<file path="src/rtl/dtr_pkg.sv">
package dtr_pkg;
   localparam int unsigned DTR_TABLES = 2;

   typedef enum logic [2:0] {
      SQ_IDLE,
      SQ_LIMIT,
      SQ_BASE,
      SQ_DONE,
      SQ_PRIV,
      SQ_ABORT
   } dtr_state_e;
endpackage

</file>
<file path="src/rtl/dtr_regs.sv">
module dtr_regs #(
   parameter int unsigned BASE_W    = 32,
   parameter int unsigned LIM_W     = 16,
   parameter int unsigned NUM_TBL   = 2,
   parameter logic [BASE_W-1:0] RST_BASE  = '0,
   parameter logic [LIM_W-1:0]  RST_LIMIT = '1,
   localparam int unsigned SEL_W = (NUM_TBL > 1) ? $clog2(NUM_TBL) : 1
) (
   input  logic                           clk,
   input  logic                           rst_n,
   input  logic                           wr_en,
   input  logic [SEL_W-1:0]               wr_sel,
   input  logic [BASE_W-1:0]              wr_base,
   input  logic [LIM_W-1:0]               wr_limit,
   input  logic [SEL_W-1:0]               rd_sel,
   output logic [BASE_W-1:0]              rd_base,
   output logic [LIM_W-1:0]               rd_limit,
   output logic [NUM_TBL-1:0][BASE_W-1:0] all_base,
   output logic [NUM_TBL-1:0][LIM_W-1:0]  all_limit
);
   initial begin
      assert (NUM_TBL >= 1) else $error("dtr_regs: NUM_TBL must be at least 1");
   end

   for (genvar t = 0; t < NUM_TBL; t++) begin : g_tbl
      always_ff @(posedge clk or negedge rst_n) begin
         if (!rst_n) begin
            all_base[t]  <= RST_BASE;
            all_limit[t] <= RST_LIMIT;
         end else if (wr_en && (wr_sel == SEL_W'(t))) begin
            all_base[t]  <= wr_base;
            all_limit[t] <= wr_limit;
         end
      end

      // a table not addressed by a write keeps its contents
      p_other_kept_r8: assert property (@(posedge clk) disable iff (!rst_n)
         !(wr_en && (wr_sel == SEL_W'(t))) |=> $stable(all_base[t]) && $stable(all_limit[t]))
         else $error("p_other_kept_r8: table %0d changed without a write", t);
   end

   assign rd_base  = all_base[rd_sel];
   assign rd_limit = all_limit[rd_sel];
endmodule

</file>
<file path="src/rtl/dtr_seq.sv">
module dtr_seq
   import dtr_pkg::*;
#(
   parameter int unsigned AW          = 32,
   parameter int unsigned BASE_W      = 32,
   parameter int unsigned LIM_W       = 16,
   parameter int unsigned KEEP16_BITS = 24,
   parameter int unsigned SEL_W       = 1,
   localparam int unsigned LIM_BYTES  = LIM_W / 8
) (
   input  logic              clk,
   input  logic              rst_n,
   input  logic              cmd_valid,
   input  logic              cmd_store,
   input  logic [SEL_W-1:0]  cmd_sel,
   input  logic              cmd_op32,
   input  logic [AW-1:0]     cmd_ea,
   input  logic [AW-1:0]     cmd_amask,
   input  logic [1:0]        cmd_cpl,
   output logic              mem_req,
   output logic              mem_we,
   output logic              mem_size,
   output logic [AW-1:0]     mem_addr,
   output logic [BASE_W-1:0] mem_wdata,
   input  logic              mem_ack,
   input  logic              mem_err,
   input  logic [BASE_W-1:0] mem_rdata,
   input  logic [BASE_W-1:0] rd_base,
   input  logic [LIM_W-1:0]  rd_limit,
   output logic              wr_en,
   output logic [SEL_W-1:0]  wr_sel,
   output logic [BASE_W-1:0] wr_base,
   output logic [LIM_W-1:0]  wr_limit,
   output logic              done,
   output logic              gp_fault,
   output logic              mem_abort
);
   dtr_state_e        state_q, state_d;
   logic [AW-1:0]     ea_q, ea2_q;
   logic              store_q, op32_q;
   logic [SEL_W-1:0]  sel_q;
   logic [LIM_W-1:0]  lim_q;
   logic              accept, good_ack;
   logic [BASE_W-1:0] base_in;

   assign accept   = (state_q == SQ_IDLE) && cmd_valid;
   assign good_ack = mem_req && mem_ack && !mem_err;

   always_comb begin
      state_d = state_q;
      case (state_q)
         SQ_IDLE:  if (cmd_valid)
                      state_d = (!cmd_store && (cmd_cpl != 2'd0)) ? SQ_PRIV : SQ_LIMIT;
         SQ_LIMIT: if (mem_ack) state_d = mem_err ? SQ_ABORT : SQ_BASE;
         SQ_BASE:  if (mem_ack) state_d = mem_err ? SQ_ABORT : SQ_DONE;
         default:  state_d = SQ_IDLE;
      endcase
   end

   always_ff @(posedge clk or negedge rst_n) begin
      if (!rst_n) begin
         state_q <= SQ_IDLE;
         ea_q    <= '0;
         ea2_q   <= '0;
         store_q <= 1'b0;
         op32_q  <= 1'b0;
         sel_q   <= '0;
         lim_q   <= '0;
      end else begin
         state_q <= state_d;
         if (accept) begin
            ea_q    <= cmd_ea;
            ea2_q   <= (cmd_ea + AW'(LIM_BYTES)) & cmd_amask;
            store_q <= cmd_store;
            op32_q  <= cmd_op32;
            sel_q   <= cmd_sel;
         end
         if ((state_q == SQ_LIMIT) && good_ack) lim_q <= mem_rdata[LIM_W-1:0];
      end
   end

   // Base path variant: trimmed on narrow-operand loads or passed whole
   if (KEEP16_BITS < BASE_W) begin : g_trim
      assign base_in = op32_q ? mem_rdata
                              : {{(BASE_W-KEEP16_BITS){1'b0}}, mem_rdata[KEEP16_BITS-1:0]};
   end else begin : g_whole
      assign base_in = mem_rdata;
   end

   assign mem_req   = (state_q == SQ_LIMIT) || (state_q == SQ_BASE);
   assign mem_size  = (state_q == SQ_BASE);
   assign mem_we    = store_q;
   assign mem_addr  = (state_q == SQ_BASE) ? ea2_q : ea_q;
   assign mem_wdata = (state_q == SQ_BASE) ? rd_base : {{(BASE_W-LIM_W){1'b0}}, rd_limit};

   assign wr_en    = (state_q == SQ_BASE) && good_ack && !store_q;
   assign wr_sel   = sel_q;
   assign wr_base  = base_in;
   assign wr_limit = lim_q;

   assign done      = (state_q == SQ_DONE);
   assign gp_fault  = (state_q == SQ_PRIV);
   assign mem_abort = (state_q == SQ_ABORT);

   // a waiting request holds its attributes
   p_req_hold_r11: assert property (@(posedge clk) disable iff (!rst_n)
      (mem_req && !mem_ack) |=> mem_req && $stable(mem_addr) && $stable(mem_size) && $stable(mem_we))
      else $error("p_req_hold_r11");

   // completion strobe lasts one cycle
   p_done_pulse_r10: assert property (@(posedge clk) disable iff (!rst_n)
      done |=> !done) else $error("p_done_pulse_r10");

   // a privilege fault makes no memory access
   p_priv_noreq_r6: assert property (@(posedge clk) disable iff (!rst_n)
      gp_fault |-> !mem_req && !$past(mem_req)) else $error("p_priv_noreq_r6");

   // outcomes are mutually exclusive
   p_one_outcome_r9: assert property (@(posedge clk) disable iff (!rst_n)
      $onehot0({done, gp_fault, mem_abort})) else $error("p_one_outcome_r9");

   // a narrow-operand load leaves the top of the base clear
   p_trim_r5: assert property (@(posedge clk) disable iff (!rst_n)
      (wr_en && !op32_q) |=> done && ((rd_base >> KEEP16_BITS) == '0))
      else $error("p_trim_r5");
endmodule

</file>
<file path="src/rtl/dtr_ldst_unit.sv">
module dtr_ldst_unit
   import dtr_pkg::*;
#(
   parameter int unsigned AW          = 32,
   parameter int unsigned BASE_W      = 32,
   parameter int unsigned LIM_W       = 16,
   parameter int unsigned KEEP16_BITS = 24,
   parameter logic [BASE_W-1:0] RST_BASE  = '0,
   parameter logic [LIM_W-1:0]  RST_LIMIT = '1
) (
   input  logic              clk,
   input  logic              rst_n,
   input  logic              cmd_valid,
   input  logic              cmd_store,
   input  logic              cmd_sel,
   input  logic              cmd_op32,
   input  logic [AW-1:0]     cmd_ea,
   input  logic [AW-1:0]     cmd_amask,
   input  logic [1:0]        cmd_cpl,
   output logic              mem_req,
   output logic              mem_we,
   output logic              mem_size,
   output logic [AW-1:0]     mem_addr,
   output logic [BASE_W-1:0] mem_wdata,
   input  logic              mem_ack,
   input  logic              mem_err,
   input  logic [BASE_W-1:0] mem_rdata,
   output logic              done,
   output logic              gp_fault,
   output logic              mem_abort,
   output logic [BASE_W-1:0] gdt_base,
   output logic [LIM_W-1:0]  gdt_limit,
   output logic [BASE_W-1:0] idt_base,
   output logic [LIM_W-1:0]  idt_limit
);
   localparam int unsigned SEL_W = 1;

   initial begin
      assert (LIM_W % 8 == 0 && LIM_W < BASE_W) else $error("dtr_ldst_unit: bad LIM_W");
      assert (KEEP16_BITS >= 1 && KEEP16_BITS <= BASE_W) else $error("dtr_ldst_unit: bad KEEP16_BITS");
      assert (AW >= 16) else $error("dtr_ldst_unit: AW too small");
   end

   logic                             wr_en;
   logic [SEL_W-1:0]                 wr_sel;
   logic [BASE_W-1:0]                wr_base, rd_base;
   logic [LIM_W-1:0]                 wr_limit, rd_limit;
   logic [DTR_TABLES-1:0][BASE_W-1:0] all_base;
   logic [DTR_TABLES-1:0][LIM_W-1:0]  all_limit;

   dtr_seq #(
      .AW(AW), .BASE_W(BASE_W), .LIM_W(LIM_W), .KEEP16_BITS(KEEP16_BITS), .SEL_W(SEL_W)
   ) u_seq (
      .clk(clk), .rst_n(rst_n),
      .cmd_valid(cmd_valid), .cmd_store(cmd_store), .cmd_sel(cmd_sel), .cmd_op32(cmd_op32),
      .cmd_ea(cmd_ea), .cmd_amask(cmd_amask), .cmd_cpl(cmd_cpl),
      .mem_req(mem_req), .mem_we(mem_we), .mem_size(mem_size), .mem_addr(mem_addr),
      .mem_wdata(mem_wdata), .mem_ack(mem_ack), .mem_err(mem_err), .mem_rdata(mem_rdata),
      .rd_base(rd_base), .rd_limit(rd_limit),
      .wr_en(wr_en), .wr_sel(wr_sel), .wr_base(wr_base), .wr_limit(wr_limit),
      .done(done), .gp_fault(gp_fault), .mem_abort(mem_abort)
   );

   dtr_regs #(
      .BASE_W(BASE_W), .LIM_W(LIM_W), .NUM_TBL(DTR_TABLES),
      .RST_BASE(RST_BASE), .RST_LIMIT(RST_LIMIT)
   ) u_regs (
      .clk(clk), .rst_n(rst_n),
      .wr_en(wr_en), .wr_sel(wr_sel), .wr_base(wr_base), .wr_limit(wr_limit),
      .rd_sel(wr_sel), .rd_base(rd_base), .rd_limit(rd_limit),
      .all_base(all_base), .all_limit(all_limit)
   );

   assign gdt_base  = all_base[0];
   assign gdt_limit = all_limit[0];
   assign idt_base  = all_base[1];
   assign idt_limit = all_limit[1];

   // registers only change in the cycle that announces done
   p_commit_with_done_r4: assert property (@(posedge clk) disable iff (!rst_n)
      !(done) |-> ($stable(all_base) && $stable(all_limit)) || $past(!rst_n))
      else $error("p_commit_with_done_r4");
endmodule

</file>
<file path="config.mk">
export PLATFORM = sky130hd
export DESIGN_NAME = dtr_ldst_unit
export DESIGN_NICKNAME = d
export VERILOG_FILES = /design/src/rtl/dtr_pkg.sv /design/src/rtl/dtr_regs.sv /design/src/rtl/dtr_seq.sv /design/src/rtl/dtr_ldst_unit.sv
export SDC_FILE = /design/constraint.sdc
export NUM_CORES = 1
export LEC_CHECK = 0
export BUFFER_PORTS_ARGS = -buffer_cell sky130_fd_sc_hd__buf_2
export CAP_MARGIN = 15
export CORE_UTILIZATION = 55
export DETAILED_ROUTE_END_ITERATION = 8
export PLACE_DENSITY = 0.85
export SYNTH_ARGS = -nofsm -noshare
export SYNTH_HDL_FRONTEND = slang
export SYNTH_SLANG_ARGS = --single-unit
</file>
<file path="constraint.sdc">
create_clock -name clk -period 4.15 [get_ports clk]
set_clock_uncertainty 0.2 [all_clocks]
set_input_delay 0.2075 -clock clk [delete_from_list [all_inputs] [get_ports clk]]
set_output_delay 0.2075 -clock clk [all_outputs]
set_load 0.02 [all_outputs]
</file>
==> reports/qor.txt <==
Status: finished clean
Nets: 1386
Vias: 8232
DP HPWL: 15.47 mm
Worst Path Required: 4.25 ns
First-pass GRT wire length: 41.42 mm
Hold WC Path Type: in2reg
Root Driver: clkbuf_16
Worst-skew pair later-pin latency: 0.42 ns
Leakage: 6.280 nW
Pwr dens: 695.5 nW/um2
VDD IR max: 0.3365 mV
DR WL/cell: 17.33 um
Post-cts resize count: 0
Placed instance count: 1344
Max Cap Viol: 0
Top-area cell type share of the netlist area: 0.4348
GP Congestion: 0.8367
Avg Vias per Cell: 5.473
Post-Synth Simple-Gate Area: 0.2394
Met2 WL post-DR: 13.42 mm
Slew Viols, Final: 0
Die Height: 127.3 um
Fraction of synthesized cell area in xor and xnor cells: 0.02942
CTS buffer count: 17
Mapped cell area: 8633 um2
CP Max Fanout: 6
Post-Layout Inst Area: 12000 um2
Hold-fix buffers at CTS: 127
Share of cells above drive strength 1: 0.3359
Max Root-Sink Buffers: 2
Arr. time, crit path: 3.17 ns
Finished Layout Cells: 1504
Initial Util: 0.5658
Total clock sinks: 182
Initial antenna violation count: 1
Gate Count Post-Synth: 902
# setup viols final: 0
I/O Buffers: 271
Synth area leader: dfrtp_1
YS warnings: 0
Post-route setup slack: 1.080 ns
Drt first pass iters: 5
Worst Tran Pin Value: 0.9588 ns
TNS Setup: 0 ns
CP Class: in2reg
Largest net degree at the start of global routing: 105
Detail Route Antenna Nets: 0
Endpoints failing hold: 0
Core footprint: 15260 um2
Sequential area share after synthesis: 0.5322
Largest family of logic cells by synthesized area: simple AND/OR/NAND/NOR gates
Die area: 16200 um2
Synth unique cells: 45
Top cells by area, synth: dfrtp_1, nand2_1, dfstp_2
Unrepaired setup endpoints after global routing: no
Top post-synthesis cells by count: nand2_1, dfrtp_1, mux2_2
Clock Pin Slew Worst Setup and Hold Paths: 0.06 ns
Yosys reg bits: 182
Io pins: 272
Crit end category: register
Most frequent cell after synthesis: nand2_1
EDFF count, synth: 0
Num rows: 45
Syn_area_per_cell: 9.571 um2
Crit start category: primary input
Overall Global Routing Usage: 0.3307
Synthesized net count: 1009
Die width: 127.3 um
M1 WL: 9.821 mm
Max-slew headroom: 0.3608
Mux contribution to synthesized area: 0.1333
Top Metal Used: met4
Final worst path period share: 0.7396
CTS tree: yes
P&R area growth vs syn: 39.04%
Total wire length: 26.06 mm
Hold_ws: 0.06024 ns
Compound-Gate Fraction of Synth Area: 0.03261
Dpl ws: 1.701 ns
Post-synth top flop: dfrtp_1
Starting DRT DRC Count: 618
Setup bufs post-CTS: 0
# H-tree levels: 4
Vias in the first global route: 8271
Final worst path period need: 3.070 ns
Gr ovfl total: 0
Drc violations: 0
Ys async rst share: 1.000
F_max: 325.8 MHz
Met3 wire length: 1.852 mm
Adder-cell share of the synthesized area: 0.001449
Area after DPL: 10130 um2
[stage by stage]
step           total power, W  utilization
6_report             0.008349       0.7867
5_1_grt              0.008808       0.7867
4_1_cts              0.008252       0.7866
3_5_place_dp         0.006400       0.6640
3_3_place_gp         0.006267       0.6640
2_1_floorplan        0.005239            -
[cell families (layout without fill, tap and decap cells)]
group	Yosys count	after routing
AND/OR/NAND/NOR	488	488
other	0	1
multiplexers	88	88
flip-flops	182	182
adder cells (fa/ha/maj)	1	1
AO/OA/AOI/OAI	52	52
buffers and inverters	62	452
XOR/XNOR	29	29
[cell type report]
class                   count  area (um2)
flip-flops and latches    182        4596
diodes                      1       2.502
multi-input cells         658        3786
fillers                   915        3254
repair buffers            409        2716
inverters                  11       41.29
well taps                 211       264.0
clock inverters            13       145.1
clock buffers              19       452.9
[worst paths after layout]
check / startpoint / end / slack [ns] / cells after the start
worst min register to register: u_seq.ea2_q[5] / u_seq.ea2_q[5] / 0.27 / 2
max in group asynchronous: rst_n / u_regs.all_limit[11] / 2.46 / 3
worst min-delay path: cmd_cpl[0] / u_seq.state_q[0] / 0.06 / 4
min in group asynchronous: rst_n / u_seq.ea_q[9] / 0.23 / 2
worst max register to register: u_seq.state_q[1] / u_seq.ea2_q[16] / 1.18 / 5
worst max-delay path: cmd_ea[1] / u_seq.ea2_q[29] / 1.08 / 9
[power by group]
group          switching (W)  leakage [nW]  internal, W
clock               0.000692         0.286     0.000925
combinational        0.00212          3.72      0.00139
sequential          0.000623          2.28      0.00261
total                0.00343          6.28      0.00492
[per-layer routing]
metal / vias to the layer above / GRT usage
met4: 0 / 0.1695
met3: 90 / 0.07203
li1: 3693 / -
met2: 446 / 0.5799
met1: 4003 / 0.3818
met5: - / 0
[sequential cells by signal, indices dropped and copies added (netlist names)]
signal,cells
u_seq.mem_we,1
u_seq.wr_limit,16
u_seq.wr_sel,1
u_seq.state_q,3
u_seq.ea_q,32
u_seq.op32_q,1
u_seq.ea2_q,32
u_regs.all_limit,32
u_regs.all_base,64
[worst max-delay path, cell delays in order]
cell	delay, ns
dlygate4sd3_1	0.55
buf_2	0.16
ha_1	0.18
and3_1	0.40
nand3_2	0.27
nor4_1	0.49
xnor2_1	0.18
o21ai_1	0.12
dlygate4sd3_1	0.60
[layout by cell type (no fill, tap or decap), types with 3 or more instances in the layout]
cell	synthesis	routed
nor2_1	26	26
nand2_1	401	401
nand3_1	15	13
nor3_1	9	9
o31ai_1	4	4
and3_1	5	4
nand4_1	4	4
inv_1	9	9
mux2i_1	16	16
o21ai_0	29	29
nand2b_1	5	5
dlygate4sd3_1	0	127
mux4_2	16	16
nand3_2	3	5
xor2_1	14	14
nor4_4	2	3
a21oi_1	4	4
inv_6	0	3
xnor2_1	15	15
dfrtp_1	150	149
clkbuf_16	0	17
mux2_1	6	6
buf_2	14	270
dfstp_2	32	32
mux2_2	50	50
buf_4	4	11
clkinv_4	0	3
and4_1	3	3
o21ai_1	12	12
clkinvlp_4	0	3
No activity file was read; power rests on OpenSTA's default activity.
